===== config.mk =====
export PLATFORM = sky130hd
export DESIGN_NAME = cb_dma_chan
export DESIGN_NICKNAME = d
export VERILOG_FILES = /design/src/rtl/cb_dma_pkg.sv /design/src/rtl/cb_dma_dreq_sel.sv /design/src/rtl/cb_dma_rdmux.sv /design/src/rtl/cb_dma_ctrl.sv /design/src/rtl/cb_dma_chan.sv
export SDC_FILE = /design/constraint.sdc
export NUM_CORES = 1
export LEC_CHECK = 0
export BUFFER_PORTS_ARGS = -buffer_cell sky130_fd_sc_hd__buf_2
export CAP_MARGIN = 15
export CORE_UTILIZATION = 40
export CTS_CLUSTER_DIAMETER = 30
export CTS_CLUSTER_SIZE = 12
export DETAILED_ROUTE_END_ITERATION = 12
export PLACE_DENSITY_LB_ADDON = 0.2
export RECOVER_POWER = 50
export SLEW_MARGIN = 5
export SYNTH_ARGS = -nofsm -noshare
export SYNTH_HDL_FRONTEND = slang
export SYNTH_SLANG_ARGS = --single-unit

===== constraint.sdc =====
create_clock -name clk_i -period 4.3 [get_ports clk_i]
set_clock_uncertainty 0.1 [all_clocks]
set_input_delay 0.215 -clock clk_i [delete_from_list [all_inputs] [get_ports clk_i]]
set_output_delay 0.215 -clock clk_i [all_outputs]
set_load 0.02 [all_outputs]

===== src/rtl/cb_dma_pkg.sv =====
package cb_dma_pkg;
  localparam int unsigned DW       = 32;
  localparam int unsigned CB_WORDS = 8;
  localparam int unsigned IDX_W    = $clog2(CB_WORDS);
  localparam int unsigned SEL_W    = 5;

  localparam logic [7:0] OFS_CS  = 8'h00;
  localparam logic [7:0] OFS_CBA = 8'h04;
  localparam logic [7:0] OFS_SRC = 8'h0C;
  localparam logic [7:0] OFS_DST = 8'h10;
  localparam logic [7:0] OFS_LEN = 8'h14;
  localparam logic [7:0] OFS_NXT = 8'h1C;

  localparam int unsigned CS_RUN   = 0;
  localparam int unsigned CS_FLAG  = 2;
  localparam int unsigned CS_PAUSE = 4;
  localparam int unsigned CS_HELD  = 5;
  localparam int unsigned CS_ERR   = 8;
  localparam int unsigned CS_SKIP  = 30;
  localparam int unsigned CS_WIPE  = 31;

  localparam int unsigned TI_IRQ_EN = 0;
  localparam int unsigned TI_D_INC  = 4;
  localparam int unsigned TI_D_PACE = 6;
  localparam int unsigned TI_S_INC  = 8;
  localparam int unsigned TI_S_PACE = 10;
  localparam int unsigned TI_SEL_LO = 16;

  typedef enum logic [2:0] {
    ST_IDLE, ST_FETCH, ST_RD, ST_WR, ST_DONE
  } dma_st_e;
endpackage


===== src/rtl/cb_dma_dreq_sel.sv =====
module cb_dma_dreq_sel
  import cb_dma_pkg::*;
#(
  parameter int unsigned N_DREQ = 32
) (
  input  logic [N_DREQ-1:0] dreq_i,
  input  logic [SEL_W-1:0]  sel_i,
  input  logic              need_i,
  output logic              ok_o
);
  logic hit;
  always_comb begin
    hit = 1'b0;
    for (int i = 0; i < N_DREQ; i++)
      if (sel_i == SEL_W'(i)) hit = dreq_i[i];
  end
  assign ok_o = !need_i || hit;
endmodule


===== src/rtl/cb_dma_rdmux.sv =====
module cb_dma_rdmux
  import cb_dma_pkg::*;
#(
  parameter int unsigned REG_AW = 8
) (
  input  logic [REG_AW-1:0] addr_i,
  input  logic [DW-1:0]     cs_i,
  input  logic [DW-1:0]     cba_i,
  input  logic [DW-1:0]     src_i,
  input  logic [DW-1:0]     dst_i,
  input  logic [DW-1:0]     len_i,
  input  logic [DW-1:0]     nxt_i,
  output logic [DW-1:0]     rdata_o
);
  always_comb begin
    unique case (addr_i)
      REG_AW'(OFS_CS):  rdata_o = cs_i;
      REG_AW'(OFS_CBA): rdata_o = cba_i;
      REG_AW'(OFS_SRC): rdata_o = src_i;
      REG_AW'(OFS_DST): rdata_o = dst_i;
      REG_AW'(OFS_LEN): rdata_o = len_i;
      REG_AW'(OFS_NXT): rdata_o = nxt_i;
      default:          rdata_o = '0;
    endcase
  end
endmodule


===== src/rtl/cb_dma_ctrl.sv =====
module cb_dma_ctrl
  import cb_dma_pkg::*;
#(
  parameter int unsigned REG_AW = 8
) (
  input  logic              clk_i,
  input  logic              rst_ni,
  input  logic              reg_we_i,
  input  logic [REG_AW-1:0] reg_addr_i,
  input  logic [DW-1:0]     reg_wdata_i,
  output logic              mem_req_o,
  output logic              mem_we_o,
  output logic [DW-1:0]     mem_addr_o,
  output logic [DW-1:0]     mem_wdata_o,
  input  logic [DW-1:0]     mem_rdata_i,
  input  logic              mem_ack_i,
  input  logic              mem_err_i,
  input  logic              pace_ok_i,
  output logic              pace_need_o,
  output logic [SEL_W-1:0]  sel_o,
  output logic [DW-1:0]     cs_o,
  output logic [DW-1:0]     cba_o,
  output logic [DW-1:0]     src_o,
  output logic [DW-1:0]     dst_o,
  output logic [DW-1:0]     len_o,
  output logic [DW-1:0]     nxt_o,
  output logic              run_o,
  output logic              done_o,
  output logic              irq_o
);
  dma_st_e          st_q;
  logic [IDX_W-1:0] idx_q;
  logic             run_q, flag_q, err_q, skip_q, req_q;
  logic [DW-1:0]    cba_q, info_q, src_q, dst_q, len_q, nxt_q, buf_q;

  logic cs_wr, wipe, ack, data_st, issue, held, paused;
  logic [DW-1:0] len_nxt;

  assign cs_wr   = reg_we_i && reg_addr_i == REG_AW'(OFS_CS);
  assign wipe    = cs_wr && reg_wdata_i[CS_WIPE];
  assign ack     = req_q && mem_ack_i;
  assign data_st = (st_q == ST_RD) || (st_q == ST_WR);
  assign pace_need_o = (st_q == ST_RD && info_q[TI_S_PACE]) ||
                       (st_q == ST_WR && info_q[TI_D_PACE]);
  assign sel_o   = info_q[TI_SEL_LO +: SEL_W];
  // new access only at a boundary, while running, paced line ready
  assign issue   = run_q && !req_q && !skip_q && pace_ok_i;
  assign held    = run_q && !req_q && !skip_q && data_st && !pace_ok_i;
  assign paused  = !run_q && st_q != ST_IDLE && !req_q;
  assign len_nxt = (len_q <= DW'(4)) ? '0 : len_q - DW'(4);

  always_ff @(posedge clk_i or negedge rst_ni) begin
    if (!rst_ni) begin
      st_q <= ST_IDLE; idx_q <= '0;
      run_q <= 1'b0; flag_q <= 1'b0; err_q <= 1'b0; skip_q <= 1'b0; req_q <= 1'b0;
      cba_q <= '0; info_q <= '0; src_q <= '0; dst_q <= '0;
      len_q <= '0; nxt_q <= '0; buf_q <= '0;
    end else if (wipe) begin
      st_q <= ST_IDLE; idx_q <= '0;
      run_q <= 1'b0; flag_q <= 1'b0; err_q <= 1'b0; skip_q <= 1'b0; req_q <= 1'b0;
      cba_q <= '0; info_q <= '0; src_q <= '0; dst_q <= '0;
      len_q <= '0; nxt_q <= '0; buf_q <= '0;
    end else begin
      if (cs_wr) begin
        run_q <= reg_wdata_i[CS_RUN];
        if (reg_wdata_i[CS_FLAG]) flag_q <= 1'b0;
        if (reg_wdata_i[CS_SKIP] && reg_wdata_i[CS_RUN] && st_q != ST_IDLE) skip_q <= 1'b1;
      end
      if (reg_we_i && reg_addr_i == REG_AW'(OFS_CBA) && st_q == ST_IDLE) cba_q <= reg_wdata_i;
      if (reg_we_i && reg_addr_i == REG_AW'(OFS_NXT)) nxt_q <= reg_wdata_i;

      unique case (st_q)
        ST_IDLE: if (cs_wr && reg_wdata_i[CS_RUN]) begin
          if (cba_q != '0) begin st_q <= ST_FETCH; idx_q <= '0; end
          else run_q <= 1'b0;
        end
        ST_FETCH: begin
          if (run_q && !req_q) req_q <= 1'b1;
          if (ack) begin
            req_q <= 1'b0;
            idx_q <= idx_q + 1'b1;
            unique case (idx_q)
              IDX_W'(0): info_q <= mem_rdata_i;
              IDX_W'(1): src_q  <= mem_rdata_i;
              IDX_W'(2): dst_q  <= mem_rdata_i;
              IDX_W'(3): len_q  <= mem_rdata_i;
              IDX_W'(5): nxt_q  <= mem_rdata_i;
              default: ;
            endcase
            if (idx_q == IDX_W'(CB_WORDS-1)) st_q <= (len_q == '0) ? ST_DONE : ST_RD;
          end
        end
        ST_RD: begin
          if (skip_q && !req_q) st_q <= ST_DONE;
          else if (issue) req_q <= 1'b1;
          if (ack) begin req_q <= 1'b0; buf_q <= mem_rdata_i; st_q <= ST_WR; end
        end
        ST_WR: begin
          if (skip_q && !req_q) st_q <= ST_DONE;
          else if (issue) req_q <= 1'b1;
          if (ack) begin
            req_q <= 1'b0;
            if (info_q[TI_S_INC]) src_q <= src_q + DW'(4);
            if (info_q[TI_D_INC]) dst_q <= dst_q + DW'(4);
            len_q <= len_nxt;
            st_q  <= (len_nxt == '0) ? ST_DONE : ST_RD;
          end
        end
        ST_DONE: begin
          if (info_q[TI_IRQ_EN] && !skip_q) flag_q <= 1'b1;
          skip_q <= 1'b0;
          if (nxt_q == '0) begin
            st_q <= ST_IDLE; run_q <= 1'b0; cba_q <= '0;
          end else begin
            st_q <= ST_FETCH; cba_q <= nxt_q; idx_q <= '0;
          end
        end
        default: st_q <= ST_IDLE;
      endcase

      if (ack && mem_err_i) begin
        err_q <= 1'b1; run_q <= 1'b0; skip_q <= 1'b0; req_q <= 1'b0; st_q <= ST_IDLE;
      end
    end
  end

  always_comb begin
    unique case (st_q)
      ST_FETCH: mem_addr_o = cba_q + DW'({idx_q, 2'b00});
      ST_WR:    mem_addr_o = dst_q;
      default:  mem_addr_o = src_q;
    endcase
  end

  assign mem_req_o   = req_q;
  assign mem_we_o    = (st_q == ST_WR);
  assign mem_wdata_o = buf_q;

  always_comb begin
    cs_o           = '0;
    cs_o[CS_RUN]   = run_q;
    cs_o[CS_FLAG]  = flag_q;
    cs_o[CS_PAUSE] = paused;
    cs_o[CS_HELD]  = held;
    cs_o[CS_ERR]   = err_q;
  end

  assign cba_o  = cba_q;
  assign src_o  = src_q;
  assign dst_o  = dst_q;
  assign len_o  = len_q;
  assign nxt_o  = nxt_q;
  assign run_o  = run_q;
  assign done_o = (st_q == ST_DONE);
  assign irq_o  = flag_q;
endmodule


===== src/rtl/cb_dma_chan.sv =====
module cb_dma_chan
  import cb_dma_pkg::*;
#(
  parameter int unsigned N_DREQ = 32,
  parameter int unsigned REG_AW = 8
) (
  input  logic              clk_i,
  input  logic              rst_ni,
  input  logic              reg_we_i,
  input  logic [REG_AW-1:0] reg_addr_i,
  input  logic [DW-1:0]     reg_wdata_i,
  output logic [DW-1:0]     reg_rdata_o,
  output logic              mem_req_o,
  output logic              mem_we_o,
  output logic [DW-1:0]     mem_addr_o,
  output logic [DW-1:0]     mem_wdata_o,
  input  logic [DW-1:0]     mem_rdata_i,
  input  logic              mem_ack_i,
  input  logic              mem_err_i,
  input  logic [N_DREQ-1:0] dreq_i,
  output logic              irq_o
);
  logic             pace_ok, pace_need, run_act, blk_done;
  logic [SEL_W-1:0] sel;
  logic [DW-1:0]    cs_w, cba_w, src_w, dst_w, len_w, nxt_w;

  cb_dma_ctrl #(.REG_AW(REG_AW)) u_ctrl (
    .clk_i, .rst_ni, .reg_we_i, .reg_addr_i, .reg_wdata_i,
    .mem_req_o, .mem_we_o, .mem_addr_o, .mem_wdata_o,
    .mem_rdata_i, .mem_ack_i, .mem_err_i,
    .pace_ok_i(pace_ok), .pace_need_o(pace_need), .sel_o(sel),
    .cs_o(cs_w), .cba_o(cba_w), .src_o(src_w), .dst_o(dst_w),
    .len_o(len_w), .nxt_o(nxt_w),
    .run_o(run_act), .done_o(blk_done), .irq_o
  );

  cb_dma_dreq_sel #(.N_DREQ(N_DREQ)) u_dreq (
    .dreq_i, .sel_i(sel), .need_i(pace_need), .ok_o(pace_ok)
  );

  cb_dma_rdmux #(.REG_AW(REG_AW)) u_rdmux (
    .addr_i(reg_addr_i), .cs_i(cs_w), .cba_i(cba_w), .src_i(src_w),
    .dst_i(dst_w), .len_i(len_w), .nxt_i(nxt_w), .rdata_o(reg_rdata_o)
  );
endmodule


After elaboration in Yosys (flattened, before gate mapping)
Index checks and enable logic that the tools add are counted.
{"block": "totals", "regBits": 224, "input_bits": 109, "elab_cells": 255}
{"block": "classes", "addsub": 5, "magnitude_cmp": 1, "eq_ne": 62, "mux": 114, "n_reduce_logical": 59}
{"cell": "$mux W32", "n": 27}
{"cell": "$pmux W32 S2", "n": 4}
{"cell": "$pmux W32 S6", "n": 1}
{"cell": "$logic_not A32 Y1", "n": 3}
{"cell": "$mux W21", "n": 4}
{"cell": "$eq A5 B5 Y1 const B", "n": 16}
{"cell": "$add A32 B3 Y32 const B", "n": 2}
{"cell": "$mux W1", "n": 58}
{"cell": "$mux W3", "n": 16}
{"cell": "$eq A5 B4 Y1 const B", "n": 8}
{"cell": "$add A32 B5 Y32", "n": 1}
{"cell": "$le A32 B3 Y1 const B", "n": 1}
{"cell": "$reduce_bool A32 Y1", "n": 1}
{"cell": "$sub A32 B3 Y32 const B", "n": 1}
{"cell": "$eq A8 B5 Y1 const B", "n": 3}
{"cell": "$logic_and A1 B1 Y1", "n": 21}
{"cell": "$eq A5 B3 Y1 const B", "n": 4}
{"cell": "$ne A3 B2 Y1 const B", "n": 6}
{"cell": "$reduce_bool A4 Y1", "n": 4}
{"cell": "$pmux W3 S5", "n": 1}
{"cell": "$reduce_and A5 Y1", "n": 3}
{"cell": "$eq A3 B2 Y1 const B", "n": 4}
{"cell": "$ne A3 B1 Y1 const B", "n": 4}
{"cell": "$reduce_and A4 Y1", "n": 3}
{"cell": "23 further kinds", "n": 45}

Logic depth before layout (Yosys ltp)
{"block": "logic_depth", "word_depth": 41, "mapped_depth": 11}

Modules after synthesis
From an unflattened synthesis, not the netlist that was laid out.
{"block": "hier_totals", "cells_unflattened": 1954, "area_unflattened_um2": 15521.1}
{"mod": "cb_dma_ctrl", "instances": 1, "cells_each": 1647, "area_per_inst_um2": 13299.0}
{"mod": "cb_dma_rdmux", "instances": 1, "cells_each": 215, "area_per_inst_um2": 1634.1}
{"mod": "cb_dma_dreq_sel", "instances": 1, "cells_each": 92, "area_per_inst_um2": 588.1}

Worst setup path after synthesis
OpenSTA, ideal clock, no wires.
{"block": "synth_timing", "path_kind": "reg-to-reg", "start": "register u_ctrl.len_q[6], in the netlist u_ctrl.len_o[6]", "end": "register u_ctrl.st_q[1]", "setup_time_ns": 0.142, "arrival_ns": 2.634, "t_required_ns": 4.058, "path_slack_ns": 1.424, "stages_incl_launch_ff": 10, "n_path_buf": 2, "synth_period_minus_slack_ns": 2.876, "cell_sequence": "dfrtp_1 clkbuf_1 nor4_1 clkbuf_1 nand2_1 nor3_1 xor2_1 or4_1 o31ai_2 a31oi_1"}
{"block": "synth_via", "elab_chain_len": 8, "elab_cells_between_ends": 13, "cone_classes": "1 x add/sub; 1 x order compare; 9 x mux; 2 x reduce/logical"}
{"element": "from (decl)", "line": "cb_dma_ctrl.sv:34", "text": "logic [DW-1:0] cba_q, info_q, src_q, dst_q, len_q, nxt_q, buf_q;"}
{"element": "from (signal assigned)", "line": "cb_dma_ctrl.sv:86", "text": "IDX_W'(3): len_q <= mem_rdata_i;"}
{"element": "from (signal assigned)", "line": "cb_dma_ctrl.sv:105", "text": "len_q <= len_nxt;"}
{"element": "$sub A32 B3 Y32 or $le A32 B3 Y1 (tied branches)", "line": "cb_dma_ctrl.sv:50", "text": "assign len_nxt = (len_q <= DW'(4)) ? '0 : len_q - DW'(4);"}
{"element": "$mux W32", "line": "cb_dma_ctrl.sv:50"}
{"element": "$logic_not A32 Y1", "line": "cb_dma_ctrl.sv:106", "text": "st_q <= (len_nxt == '0) ? ST_DONE : ST_RD;"}
{"element": "$mux W3", "line": "cb_dma_ctrl.sv:106"}
{"element": "$mux W3", "line": "cb_dma_ctrl.sv:101", "text": "if (ack) begin"}
{"element": "$pmux W3 S5 (*)", "line": "cb_dma_ctrl.sv:72", "text": "unique case (st_q)"}
{"element": "$mux W3 (*)", "line": "cb_dma_ctrl.sv:121", "text": "if (ack && mem_err_i) begin"}
{"element": "$mux W3 (*)", "line": "cb_dma_ctrl.sv:58", "text": "end else if (wipe) begin"}
{"element": "to (signal assigned)", "line": "cb_dma_ctrl.sv:90", "text": "if (idx_q == IDX_W'(CB_WORDS-1)) st_q <= (len_q == '0) ? ST_DONE : ST_RD;"}
{"element": "to (signal assigned)", "line": "cb_dma_ctrl.sv:106"}
{"element": "to (decl)", "line": "cb_dma_ctrl.sv:31", "text": "dma_st_e st_q;"}
Every way passes the cells marked *; elsewhere a longest branch is shown, timed or not. The select of a mux whose other input is x is not followed.
A chain may end at the register's enable or synchronous reset.

Worst setup path in the final report
{"block": "layout_timing", "start": "register u_ctrl.st_q[1]", "end": "register u_ctrl.cba_q[10], in the netlist u_ctrl.cba_o[10]"}
{"block": "layout_via", "elab_chain_len": 3, "elab_cells_between_ends": 6, "cone_classes": "1 x eq/ne; 2 x mux; 3 x reduce/logical"}
{"element": "$eq A3 B3 Y1 or $logic_not A3 Y1 (tied branches)"}
{"element": "$mux W32 or $logic_and A1 B1 Y1 (tied branches)", "line": "cb_dma_ctrl.sv:72, cb_dma_ctrl.sv:69"}
{"element": "$mux W32 or $reduce_bool A3 Y1 (tied branches)"}
{"element": "to (signal assigned)", "line": "cb_dma_ctrl.sv:69", "text": "if (reg_we_i && reg_addr_i == REG_AW'(OFS_CBA) && st_q == ST_IDLE) cba_q <= reg_wdata_i;"}
{"element": "to (decl)", "line": "cb_dma_ctrl.sv:34"}
Parallel ways exist; a longest one is shown, timed or not.

==> summary.md <==
| Metric | Value |
|---|---|
| Final worst path period need | 3.97 ns |
| Commonest cells after routing, fill and taps aside | 251 x nand2_1, 213 x dfrtp_1, 162 x o21ai_0, 162 x buf_2, 147 x nor2_1 |
| Fin nets | 2106 |
| DR pass1 iterations | 7 |
| Final worst-path cycle share | 92.3% |
| GPL Wtd Cong | 0.990 |
| Initial DRC Count | 2222 |
| Initial Util | 40.9% |
| Peak per-stage delay on the critical path | 1.30 ns |
| Number of synthesized flops with an enable pin | 0 |
| Ys flop type | dfrtp_1 |
| Yosys reg bits | 213 |
| WP data required | 4.70 ns |
| Slowest CP cell | dfrtp_1 |
| Boundary Pins | 208 |
| Crit. End Element | register |
| CP delay by family, top | flip-flops |
| Number of global-route vias before repair | 15200 |
| Worst slew pin tran | 3.05 ns |
| Final wirelength | 66100 µm |
| Initial antenna violation count | 1 |
| Final setup TNS | 0 ns |
| DP Cell Count | 2307 |
| Cell Rows | 68 |
| Global-route wire length before repair | 98200 µm |
| ANT cells | 0 |
| Vias | 16100 |
| CTS H-tree lvls | 2 |
| Syn_nets | 1877 |
| Synth top area cells | dfrtp_1 38%, nand2_1 6.7%, o21ai_0 5.8%, a21oi_1 4.9%, mux2i_1 4.7% |
| Max_cap viols | 3 |
| Critical Path, Cell by Cell | nor2_1, nand2_1, clkbuf_1, a22oi_1, o21ai_0 |
| Async SR Flop Fraction | 100% |
| Final ANT Viol Nets | 0 |
| Yosys cell types | 69 |
| Share of the synthesized area in the top cell type | 37.6% |
| Power Density | 686 nW/µm² |
| Status | finished with violations |
| RSZ-0062 raised after global routing | false |
| Seq/Total Area, Yosys | 37.6% |
| Syn Area/Cell | 8.09 µm² |
| Critical path peak fanout | 33 |
| Root Driver | clkbuf_16 |
| Worst Path Class, Setup | register to register |
| Post-CTS Resized | 0 |
| TritonCTS Buffers | 61 |
| Core area | 34700 µm² |
| Vias/cell | 6.46 |
| Non-Filler Instances | 2491 |
| Post-synth top area cell | dfrtp_1 |
| FMAX | 252 MHz |
| Gr usage total | 36.3% |
| Layout cells sized above 1 | 17.1% |
| Violations in the final reports | capacitance limit, slew limit |
| TritonCTS clock tree | done |
| Clock Path Buffers | 3 |
| Die H | 190 µm |
| Worst path bufs/invs | 1 |
| Slew Viols, Final | 187 |
| Die Wd | 190 µm |
| Fin util | 53.1% |
| Commonest non-fill, non-tap cell in the layout | nand2_1 |
| Worst Hold Class | input pin to register |
| Area delta synth->final | 30.0% |
| Setup violations, final | 0 |
| Mapped Area | 14200 µm² |
| VDD IR max | 0.382 mV |
| Final Hold Violating Endpoints | 0 |
| Avg WL per Cell | 26.5 µm |
| Post-DP HPWL | 47200 µm |
| PortBufs | 207 |
| Global route overflow | 0 |
| Worst-path clk slew | 0.04 ns |
| Leak | 8.23 nW |
| Die Area | 36200 µm² |
| Largest net degree at the start of global routing | 111 |
| Relative slew slack | -103% |
| Clock sink count | 213 |
| Cells after Synth | 1754 |
| Critical path arrival | 4.37 ns |
| Crit start category | register |
| Syn. warnings | 0 |
| DRC errors left | 0 |
| Clock latency on the worst-skew pair | 0.60 ns |
[cell families (layout without fill, tap and decap cells)]
family	Yosys count	after routing	synth area share, %
DFF	213	213	37.6
AOI/OAI and AO/OA	593	593	26.9
adders and majority gates	14	14	1.29
muxes	74	74	5.61
and+or+nand+nor	649	649	21.4
xor gates and xnor gates	42	42	2.59
buffers and inverters	169	451	4.57
[worst register-to-register path, delay by kind of cell (launching register included)]
| kind | cells | cell delay (ns) |
|---|---|---|
| buf+inv | 1 | 1.23 |
| compound gates | 2 | 0.58 |
| flops | 1 | 1.30 |
| simple gates | 2 | 0.66 |
[path summary, 6_finish.rpt]
path,start,endpoint,slack (ns),cells past startpoint
setup / recovery,u_ctrl.st_q[1],u_ctrl.cba_o[10],0.33,5
hold / removal,mem_ack_i,u_ctrl.mem_req_o,0.16,3
setup reg to reg,u_ctrl.st_q[1],u_ctrl.cba_o[10],0.33,5
hold reg to reg,u_ctrl.mem_wdata_o[9],u_ctrl.mem_wdata_o[9],0.42,2
max in group asynchronous,rst_ni,u_ctrl.len_o[9],0.93,3
min in group asynchronous,rst_ni,u_ctrl.mem_wdata_o[19],0.98,2
[layout make-up]
type	instances	area, µm²
Sequential cell	213	5330
Inverter	23	86.3
Multi-Input combinational cell	1372	8250
Timing Repair Buffer	312	1960
Tap cell	455	569
Clock buffer	71	1650
Clock inverter	45	604
Fill cell	3222	16300
[synth_stat cells (17+ instances only)]
cell	n
nor2_1	153
a222oi_1	28
nor3_1	37
a211oi_1	33
nor4_1	34
o21ai_0	163
and3_1	28
nand2_1	253
inv_1	23
a22oi_1	78
o21ai_1	17
nand4_1	29
a22o_1	23
a21oi_1	139
mux2i_1	66
nand3_1	42
a31oi_1	17
o31ai_1	20
clkbuf_1	128
xor2_1	29
dfrtp_1	213
[registers in the layout, indices dropped and copies added, names as in the netlist, 3 cells and up]
signal and cells:
u_ctrl.cba_o 32, u_ctrl.dst_o 32, u_ctrl.len_o 32, u_ctrl.mem_wdata_o 32
u_ctrl.nxt_o 32, u_ctrl.src_o 32, u_ctrl.info_q 10, u_ctrl.idx_q 3
u_ctrl.st_q 3
[timing repair]
action	4_1_cts	5_1_grt
endpoints found under the hold margin	225	0
hold buffers	68	0
buffers inserted	0	0
[power breakdown]
group          total (mW)  switching [mW]  internal, mW
Combinational        3.84            2.43          1.41
Clock                4.94            1.45          3.49
Sequential           3.88            1.25          2.63
[through the flow]
stage                     hold WS [ns]  total power [mW]  instance area (µm²)  setup WS, ns
final                            0.161              12.7                18400         0.329
after global routing             0.205              13.2                18400         0.258
after CTS                        0.138              12.6                18500         0.604
after detailed placement         0.248              7.56                15600         0.998
after global placement           0.243              7.53                15600         0.917
after floorplan                 -0.181              5.96                14200          1.42
[metal layers]
layer | part of all wire [%] | up-vias | GRT usage, % | routed length [µm]
met5 | 0 | - | 0 | 0
met4 | 3.9 | 0 | 14.6 | 2550
met3 | 12 | 155 | 10.3 | 8080
met2 | 43 | 1086 | 52.4 | 28300
met1 | 41 | 7824 | 50.8 | 27100
li1 | - | 7020 | - | -
(Power assumes the default switching activity.)
